## config.mk

```make
export PLATFORM = sky130hd
export DESIGN_NAME = nvshadow_ctrl
export DESIGN_NICKNAME = d
export VERILOG_FILES = /design/src/rtl/nvs_pkg.sv /design/src/rtl/nvs_cell_array.sv /design/src/rtl/nvs_access.sv /design/src/rtl/nvs_seq.sv /design/src/rtl/nvshadow_ctrl.sv
export SDC_FILE = /design/constraint.sdc
export NUM_CORES = 1
export LEC_CHECK = 0
export BUFFER_PORTS_ARGS = -buffer_cell sky130_fd_sc_hd__buf_2
export CAP_MARGIN = 15
export CORE_MARGIN = 5
export CORE_UTILIZATION = 65
export DETAILED_ROUTE_END_ITERATION = 7
export PLACE_DENSITY = 0.82
export RECOVER_POWER = 100
export SETUP_SLACK_MARGIN = 0.5
export SYNTH_ARGS = -nofsm -noshare
export SYNTH_HDL_FRONTEND = slang
export SYNTH_SLANG_ARGS = --single-unit
export TNS_END_PERCENT = 1
```

## constraint.sdc

```tcl
create_clock -name clk -period 3.5 [get_ports clk]
set_clock_uncertainty 0.1 [all_clocks]
set_input_delay 0.525 -clock clk [delete_from_list [all_inputs] [get_ports clk]]
set_output_delay 0.525 -clock clk [all_outputs]
set_load 0.01 [all_outputs]
```

## src/rtl/nvs_pkg.sv

```systemverilog
package nvs_pkg;
    typedef enum logic [2:0] {
        ST_WAIT_RCL = 3'd0,
        ST_RECALL   = 3'd1,
        ST_IDLE     = 3'd2,
        ST_GRACE    = 3'd3,
        ST_STORE    = 3'd4
    } nvs_state_e;
endpackage

```

## src/rtl/nvs_cell_array.sv

```systemverilog
module nvs_cell_array #(
    parameter int ADDR_W = 4,
    parameter int DATA_W = 8
) (
    input  logic              clk,
    input  logic              rst_n,
    input  logic              wr_en,
    input  logic [ADDR_W-1:0] wr_addr,
    input  logic [DATA_W-1:0] wr_data,
    input  logic [ADDR_W-1:0] rd_addr,
    output logic [DATA_W-1:0] rd_data,
    input  logic              do_store,
    input  logic              do_recall
);
    localparam int DEPTH = 1 << ADDR_W;

    logic [DATA_W-1:0] sram_q   [DEPTH];
    logic [DATA_W-1:0] shadow_q [DEPTH];

    // volatile side: recall overrides any write (never concurrent in practice)
    always_ff @(posedge clk or negedge rst_n) begin
        if (!rst_n) begin
            for (int i = 0; i < DEPTH; i++) sram_q[i] <= '0;
        end else if (do_recall) begin
            for (int i = 0; i < DEPTH; i++) sram_q[i] <= shadow_q[i];
        end else if (wr_en) begin
            sram_q[wr_addr] <= wr_data;
        end
    end

    // nonvolatile side: whole-array parallel copy
    always_ff @(posedge clk or negedge rst_n) begin
        if (!rst_n) begin
            for (int i = 0; i < DEPTH; i++) shadow_q[i] <= '0;
        end else if (do_store) begin
            for (int i = 0; i < DEPTH; i++) shadow_q[i] <= sram_q[i];
        end
    end

    assign rd_data = sram_q[rd_addr];
endmodule

```

## src/rtl/nvs_access.sv

```systemverilog
module nvs_access #(
    parameter int ADDR_W = 4,
    parameter int DATA_W = 8
) (
    input  logic              clk,
    input  logic              rst_n,
    input  logic              cs_n,
    input  logic              oe_n,
    input  logic              we_n,
    input  logic [ADDR_W-1:0] addr,
    input  logic [DATA_W-1:0] wdata,
    input  logic              line_hi,
    input  logic              st_idle,
    input  logic              st_grace,
    output logic              rd_vld,
    output logic              wr_commit,
    output logic [ADDR_W-1:0] wr_addr,
    output logic [DATA_W-1:0] wr_data
);
    logic wr_open_q;
    logic allow_new, allow_cont, wr_now;

    assign allow_new  = st_idle && line_hi;
    assign allow_cont = st_idle || st_grace;
    assign wr_now     = !cs_n && !we_n && (wr_open_q ? allow_cont : allow_new);

    always_ff @(posedge clk or negedge rst_n) begin
        if (!rst_n) begin
            wr_open_q <= 1'b0;
            wr_addr   <= '0;
            wr_data   <= '0;
        end else begin
            wr_open_q <= wr_now;
            if (wr_now) begin
                wr_addr <= addr;
                wr_data <= wdata;
            end
        end
    end

    // write lands on the edge that closes it, unless the array was locked meanwhile
    assign wr_commit = wr_open_q && !wr_now && allow_cont;
    assign rd_vld    = !cs_n && !oe_n && we_n && (allow_new || st_grace);
endmodule

```

## src/rtl/nvs_seq.sv

```systemverilog
module nvs_seq
    import nvs_pkg::*;
#(
    parameter int GRACE_CYC  = 4,
    parameter int STORE_CYC  = 6,
    parameter int RECALL_CYC = 5
) (
    input  logic       clk,
    input  logic       rst_n,
    input  logic       pwr_fail,
    input  logic       hw_fall,
    input  logic       sw_store,
    input  logic       commit,
    output nvs_state_e state,
    output logic       do_store,
    output logic       do_recall,
    output logic       dirty_q,
    output logic       busy,
    output logic       st_idle,
    output logic       st_grace
);
    localparam int MAXC_A = (GRACE_CYC > STORE_CYC) ? GRACE_CYC : STORE_CYC;
    localparam int MAXC   = (MAXC_A > RECALL_CYC) ? MAXC_A : RECALL_CYC;
    localparam int CW     = $clog2(MAXC + 1);
    localparam logic [CW-1:0] GR_LAST  = CW'(GRACE_CYC - 1);
    localparam logic [CW-1:0] STO_LAST = CW'(STORE_CYC - 1);
    localparam logic [CW-1:0] RCL_LAST = CW'(RECALL_CYC - 1);

    nvs_state_e st_q, st_n;
    logic [CW-1:0] cnt_q, cnt_n;
    logic pf_q, pf_n;
    logic dirty_n;

    assign dirty_n = dirty_q | commit;

    always_comb begin
        st_n      = st_q;
        cnt_n     = cnt_q;
        pf_n      = pf_q;
        do_store  = 1'b0;
        do_recall = 1'b0;
        unique case (st_q)
            ST_WAIT_RCL: begin
                if (!pwr_fail) begin
                    st_n  = ST_RECALL;
                    cnt_n = RCL_LAST;
                end
            end
            ST_RECALL: begin
                if (pwr_fail) begin
                    st_n = ST_WAIT_RCL;
                end else if (cnt_q == '0) begin
                    do_recall = 1'b1;
                    st_n      = ST_IDLE;
                end else begin
                    cnt_n = cnt_q - 1'b1;
                end
            end
            ST_IDLE: begin
                if (pwr_fail) begin
                    if (dirty_n) begin
                        st_n  = ST_STORE;
                        cnt_n = STO_LAST;
                        pf_n  = 1'b1;
                    end else begin
                        st_n = ST_WAIT_RCL;
                    end
                end else if (hw_fall) begin
                    st_n  = ST_GRACE;
                    cnt_n = GR_LAST;
                end else if (sw_store) begin
                    st_n  = ST_STORE;
                    cnt_n = STO_LAST;
                end
            end
            ST_GRACE: begin
                if (pwr_fail) begin
                    if (dirty_n) begin
                        st_n  = ST_STORE;
                        cnt_n = STO_LAST;
                        pf_n  = 1'b1;
                    end else begin
                        st_n = ST_WAIT_RCL;
                    end
                end else if (cnt_q == '0) begin
                    if (dirty_n) begin
                        st_n  = ST_STORE;
                        cnt_n = STO_LAST;
                    end else begin
                        st_n = ST_IDLE;
                    end
                end else begin
                    cnt_n = cnt_q - 1'b1;
                end
            end
            ST_STORE: begin
                if (cnt_q == '0) begin
                    do_store = 1'b1;
                    st_n     = (pf_q || pwr_fail) ? ST_WAIT_RCL : ST_IDLE;
                    pf_n     = 1'b0;
                end else begin
                    cnt_n = cnt_q - 1'b1;
                end
            end
            default: st_n = ST_WAIT_RCL;
        endcase
    end

    // state register
    always_ff @(posedge clk or negedge rst_n) begin
        if (!rst_n) begin
            st_q    <= ST_WAIT_RCL;
            cnt_q   <= '0;
            pf_q    <= 1'b0;
            dirty_q <= 1'b0;
        end else begin
            st_q    <= st_n;
            cnt_q   <= cnt_n;
            pf_q    <= pf_n;
            dirty_q <= (do_store || do_recall) ? 1'b0 : dirty_n;
        end
    end

    // outputs decoded from state
    always_comb begin
        busy     = (st_q == ST_STORE);
        st_idle  = (st_q == ST_IDLE);
        st_grace = (st_q == ST_GRACE);
        state    = st_q;
    end
endmodule

```

## src/rtl/nvshadow_ctrl.sv

```systemverilog
module nvshadow_ctrl
    import nvs_pkg::*;
#(
    parameter int ADDR_W     = 4,
    parameter int DATA_W     = 8,
    parameter int GRACE_CYC  = 4,
    parameter int STORE_CYC  = 6,
    parameter int RECALL_CYC = 5
) (
    input  logic              clk,
    input  logic              rst_n,
    input  logic              pwr_fail,
    input  logic              cs_n,
    input  logic              oe_n,
    input  logic              we_n,
    input  logic [ADDR_W-1:0] addr,
    input  logic [DATA_W-1:0] wdata,
    output logic [DATA_W-1:0] rdata,
    output logic              rdata_vld,
    input  logic              req_n_in,
    input  logic              sw_store,
    output logic              busy_pull
);
    nvs_state_e        state;
    logic              do_store, do_recall, dirty_q;
    logic              st_idle, st_grace;
    logic              wr_commit;
    logic [ADDR_W-1:0] wr_addr;
    logic [DATA_W-1:0] wr_data;
    logic [DATA_W-1:0] arr_rd;
    logic              req_q, hw_fall, line_hi, rd_vld;

    // shared line: wired AND of external drive and internal pull-down
    assign line_hi = req_n_in && !busy_pull;

    always_ff @(posedge clk or negedge rst_n) begin
        if (!rst_n) req_q <= 1'b1;
        else        req_q <= req_n_in;
    end
    assign hw_fall = req_q && !req_n_in;

    nvs_seq #(
        .GRACE_CYC (GRACE_CYC),
        .STORE_CYC (STORE_CYC),
        .RECALL_CYC(RECALL_CYC)
    ) u_seq (
        .clk      (clk),
        .rst_n    (rst_n),
        .pwr_fail (pwr_fail),
        .hw_fall  (hw_fall),
        .sw_store (sw_store),
        .commit   (wr_commit),
        .state    (state),
        .do_store (do_store),
        .do_recall(do_recall),
        .dirty_q  (dirty_q),
        .busy     (busy_pull),
        .st_idle  (st_idle),
        .st_grace (st_grace)
    );

    nvs_access #(
        .ADDR_W(ADDR_W),
        .DATA_W(DATA_W)
    ) u_acc (
        .clk      (clk),
        .rst_n    (rst_n),
        .cs_n     (cs_n),
        .oe_n     (oe_n),
        .we_n     (we_n),
        .addr     (addr),
        .wdata    (wdata),
        .line_hi  (line_hi),
        .st_idle  (st_idle),
        .st_grace (st_grace),
        .rd_vld   (rd_vld),
        .wr_commit(wr_commit),
        .wr_addr  (wr_addr),
        .wr_data  (wr_data)
    );

    nvs_cell_array #(
        .ADDR_W(ADDR_W),
        .DATA_W(DATA_W)
    ) u_arr (
        .clk      (clk),
        .rst_n    (rst_n),
        .wr_en    (wr_commit),
        .wr_addr  (wr_addr),
        .wr_data  (wr_data),
        .rd_addr  (addr),
        .rd_data  (arr_rd),
        .do_store (do_store),
        .do_recall(do_recall)
    );

    assign rdata_vld = rd_vld;
    assign rdata     = rd_vld ? arr_rd : '0;
endmodule

```

; ---- Word level (Yosys, flattened, before mapping)
; Index checks and enable logic that the tools add are counted.
[totals]
reg_bits = 278
latchBits = 0
ram_bits = 0
rom_bits = 0
input_bits = 20
output_inout_bits = 10
word_cells = 131
n_memories = 0
[op_classes]
n_addsub = 1
multipliers = 0
n_div = 0
n_lt_le_gt_ge = 3
eq_ne = 12
shifts = 0
muxes = 42
bitwise = 3
n_reduce_logical = 30
[op_table]
columns = cell, count
row1 = 128-bit two-way mux, 2
row2 = 128-bit bitwise mux, 1
row3 = 3-bit two-way mux, 20
row4 = 8-bit binary-select mux with 4-bit select, 1
row5 = 8-bit demux with 4-bit select, 1
row6 = 8-bit two-way mux, 4
row7 = 3-bit case mux with 5 select lines, 2
row8 = 1-bit logical AND, 11
row9 = 5-bit >= comparator (second input constant), 2
row10 = 4-bit NOT with 5-bit output, 2
row11 = 1-bit two-way mux, 9
row12 = 4-bit AND reduction, 2
row13 = 3-bit by 2-bit equality test with 1-bit output (second input constant), 2
row14 = 1-bit zero test, 6
row15 = 3-bit zero test, 2
row16 = 2-bit by 1-bit != test with 1-bit output (second input constant), 3
row17 = 5-bit by 1-bit less-than comparator with 1-bit output (second input constant), 1
row18 = 5-bit AND reduction, 1
row19 = 5-bit nonzero test, 1
row20 = 1-bit logical OR, 4
row21 = 2-bit != test (second input constant), 2
row22 = 4-bit != test (second input constant), 1
row23 = 2-bit nonzero test, 2
row24 = 3-bit by 1-bit equality test with 1-bit output (second input constant), 1
row25 = other kinds (8), 8

; ---- Depth between registers and ports, before layout
[depth]
ltp_word = 14
ltp_mapped = 10
mapped_depth_nobuf = 7

; ---- Modules after synthesis
; A second synthesis with hierarchy kept.
[hier_totals]
cells_unflattened = 1227
area_unflattened_um2 = 13389.1
[by_module_without_submodules]
columns = mod, n_inst, cells_per_inst, area_each_um2, seq_area_each_um2
row1 = nvs_cell_array, 1, 1095, 12022.8, 6406.1
row2 = nvs_seq, 1, 88, 710.7, 200.2
row3 = nvs_access, 1, 33, 566.8, 325.3
row4 = nvshadow_ctrl, 1, 11, 88.8, 26.3

; ---- Worst setup path after synthesis
; Ideal clock, no wire load.
[synth_path]
path_kind = in2out
from = in addr[0]
to = out rdata[6]
arrival_time_ns = 1.900
required_ns = 2.875
slack_ns = 0.975
stages = 6
n_path_buf = 3
path_cell_list = buf_2 buf_4 buf_4 mux4_2 mux2i_1 a211oi_1
[synth_between]
elab_chain_len = 5
[synth_lines]
columns = element, line
row1 = "start, declared", nvshadow_ctrl.sv:16  ; input logic [ADDR_W-1:0] addr,
row2 = 4-bit NOT with 5-bit output (not written as such), nvs_cell_array.sv:40  ; assign rd_data = sram_q[rd_addr];
row3 = 8-bit binary-select mux with 4-bit select, nvs_cell_array.sv:40
row4 = 8-bit two-way mux (not written as such) (2 in series), nvs_cell_array.sv:40
row5 = 8-bit two-way mux, nvshadow_ctrl.sv:98  ; assign rdata = rd_vld ? arr_rd : '0;
row6 = "end, declared", nvshadow_ctrl.sv:18  ; output logic [DATA_W-1:0] rdata,
; Every way passes these cells. The select of a mux whose other input is x is not followed.

; ---- Final worst setup path
[layout_path]
from = in addr[0]
to = out rdata[3]
; The elaborated chain is that of the path after synthesis.

==> results.tsv <==
stage	metric	value	unit
synthesis	synth warn	0	
critical_path	CP max FO	12	
route	DR WL/cell	22.0	um
synthesis	flops & latches, synth	278	
layout	Layout Nets	1225	
clock_network	Sink Count	278	
route	via-per-instance ratio	6.59	
route	final wirelength	32700	um
synthesis	async set or reset register ratio after synthesis	100	%
floorplan	Ports	30	
timing	actual slew at the worst max-slew pin	2.28	ns
clock_network	Clk pin slew, worst setup/hold paths	0.06	ns
global_route	initial antenna violation count	1	
route	drt initial violations	987	
floorplan	full die area	0.0232	mm^2
pwr	Pleak	6.52	nW
critical_path	path type of the worst setup path	input port to output pin	
synthesis	Post-synth EDFFs	0	
pwr	Clk pwr share	23.8	%
worst_hold_path	worst hold path cell count	1	
clock_network	cts bufs inserted	27	
synthesis	syn nets	1237	
pwr	Pint	7.70	mW
timing	final period utilization	90.0	%
pwr	P per Cell Area	836	mW/mm^2
layout	Final Instance Count excl. Fillers	1491	
flow_run	Max-Cap Viols	1	
layout	commonest cells after routing, fill and taps aside	dfrtp_1, nand2_1, nor2_1	
layout	P&R area growth vs syn	6.91	%
global_route	GRT Total Usage	27.8	%
route	DR vias	9822	
layout	most common cell after layout, fill and taps aside	dfrtp_1	
floorplan	area of the core	0.0200	mm^2
synthesis	sequential element share of the synthesized area	53.0	%
outcome	status	finished with violations	
route	DRC	0	
global_route	grt ovf	0	
global_route	largest net degree at the start of global routing	133	
clock_network	H-Tree Level Count	1	
timing	setup_tns	0	ns
placed_design	placed cells	1443	
synthesis	Post-Synthesis Cells	1215	
worst_hold_path	worst hold path type	input port to flip-flop	
pwr	worst vdd rail ir drop	0.000691	V
timing	RSZ-0062 raised after global routing	true	
placed_design	Post-DP HPWL	21000	um
outcome	violated checks	max-capacitance violations, max-slew violations	
synthesis	Avg Synthesized Cell Area	10.8	um^2
synthesis	prevailing post-synth register cell	dfrtp_1	
floorplan	initial core utilization	65.6	%
pwr	sequential share of power	52.2	%
timing	min Tclk post-route	3.15	ns
synthesis	Post-Syn Area	0.0131	mm^2
critical_path	CP Launch Type	input port	
timing	Max Slew Vio Count	90	
floorplan	die span in y	152	um
pwr	combinational power share	23.9	%
critical_path	CP Data Arrival Time	2.53	ns
synthesis	Yosys cell types	49	
timing	Fin. Hold Viols	0	
critical_path	cell count of the worst reg-to-reg path	5	
floorplan	Die W	152	um
placed_design	Placer Congestion	0.892	
placed_design	IO buf count	29	
pwr	sw power	4.05	mW
timing	Max-Slew Margin vs Limit	-51.7	%
route	drt first pass iters	5	
timing	Max Fclk	317	MHz
pwr	final total power	11.7	mW
clock_network	CTS tree	done	
critical_path	CP Capture Type	output pin	
route	Routed Antenna Nets	0	
clock_network	Clock Latency Late Sink	0.53	ns
floorplan	cell row count	52	
global_route	first-pass GRT wire length	52000	um
clock_network	Root Driver	clkbuf_16	
critical_path	worst path required time	2.87	ns
clock_network	postcts setup bufs	0	
layout	layout cell share with drive strength beyond 1	20.1	%
global_route	vias in the first global route	9732	
pwr	switch share	34.5	%
timing	Final setup viols	0	
clock_network	clk buf depth	3	
registers in the layout, indices dropped and copies added (netlist names):
name	count
req_q	1
u_acc.wr_addr	4
u_acc.wr_data	8
u_acc.wr_open_q	1
u_arr.shadow_q	128
u_arr.sram_q	128
u_seq.cnt_q	3
u_seq.dirty_q	1
u_seq.pf_q	1
u_seq.state	3
cells in the mapped netlist, types with 2 or more instances:
master / n / area (um^2)
dfrtp_1: 277 / 6930
nand2_1: 272 / 1020
nor2_1: 146 / 548
mux2_2: 131 / 1480
a31oi_1: 130 / 813
mux4_2: 32 / 721
clkbuf_1: 31 / 116
buf_2: 26 / 130
buf_6: 23 / 259
a211oi_1: 17 / 128
nor2b_1: 14 / 87.6
a21oi_1: 11 / 55.1
inv_1: 9 / 33.8
mux2_4: 9 / 135
mux2i_1: 8 / 80.1
nand2b_1: 7 / 43.8
nor2_2: 7 / 43.8
o21ai_0: 7 / 35.0
nand3_1: 5 / 25.0
o31ai_1: 4 / 30.0
buf_4: 3 / 22.5
nand4_1: 3 / 18.8
nor3_1: 3 / 15.0
nor3b_1: 3 / 22.5
o32a_1: 3 / 30.0
or4_1: 3 / 22.5
a22oi_1: 2 / 15.0
and4_1: 2 / 17.5
ha_1: 2 / 25.0
nor3_2: 2 / 20.0
nor3_4: 2 / 32.5
nor4_1: 2 / 12.5
o22ai_1: 2 / 12.5
or4_4: 2 / 22.5
repair_timing:
action                                 CTS  global route
setup endpoints to repair                8            15
endpoints found under the hold margin   87             0
hold buffers                             1             0
resized for setup                        1             1
worst max-delay path: stages:
cell,delay (ns)
clkbuf_2,0.24
clkbuf_2,0.49
mux4_2,0.56
a211oi_1,0.40
a211oi_1,0.12
buf_2,0.18
final timing paths:
path,start,endpoint,slack [ns]
max,addr[0],rdata[3],0.35
min,req_n_in,req_q$_DFF_PN1_,0.05
max reg2reg,u_seq.state[1]$_DFFE_PN0P_,u_arr.sram_q[79]$_DFFE_PN0P_,0.37
min reg2reg,u_arr.shadow_q[0]$_DFFE_PN0P_,u_arr.shadow_q[0]$_DFFE_PN0P_,0.41
max in group asynchronous,rst_n,req_q$_DFF_PN1_,0.65
min in group asynchronous,rst_n,u_arr.shadow_q[74]$_DFFE_PN0P_,1.12
metrics by stage:
step	setup WS, ns	hold WS, ns	cell area [um^2]	utilization [%]
floorplan	0.975	0.129	13100	-
global placement	0.546	0.389	13300	66.2
detailed placement	0.527	0.390	13300	66.2
CTS	0.520	0.0180	14100	70.5
global route	0.205	0.0494	14000	70.1
finish	0.348	0.0548	14000	70.1
layout make-up:
type | instances | area [um^2]
sequential | 278 | 6960
fill | 1418 | 5990
multi-input combinational | 843 | 5570
clock buffer | 42 | 792
tap | 270 | 338
timing repair buffer | 43 | 304
clock inverter | 4 | 45.0
inverter | 10 | 37.5
antenna | 1 | 2.50
kinds of logic (layout without fill, tap and decap cells):
| group | count (synthesis) | after routing | synth area share [%] |
|---|---|---|---|
| simple gates | 477 | 477 | 15.1 |
| flops | 278 | 278 | 53.0 |
| compound gates | 183 | 183 | 8.99 |
| fa+ha+maj | 2 | 2 | 0.190 |
| other cells | 0 | 1 | 0 |
| xor+xnor | 1 | 1 | 0.0667 |
| mux | 180 | 180 | 18.4 |
| buf+inv | 94 | 99 | 4.33 |
layer usage:
layer  vias up  GRT usage [%]  share of wire, %
met4         0           12.2               4.9
li1       4237              -                 -
met3       117           4.40               7.4
met2       492           46.3                49
met5         -              0                 0
met1      4976           36.7                39
power by group through the flow:
stage | clock (mW) | sequential, mW | combinational, mW
CTS | 2.82 | 6.08 | 2.87
detailed placement | 0 | 6.13 | 2.84
global route | 2.95 | 6.24 | 3.12
finish | 2.80 | 6.14 | 2.81
global placement | 0 | 6.05 | 2.67
floorplan | 0 | 5.23 | 2.61
(Power assumes the default switching activity.)
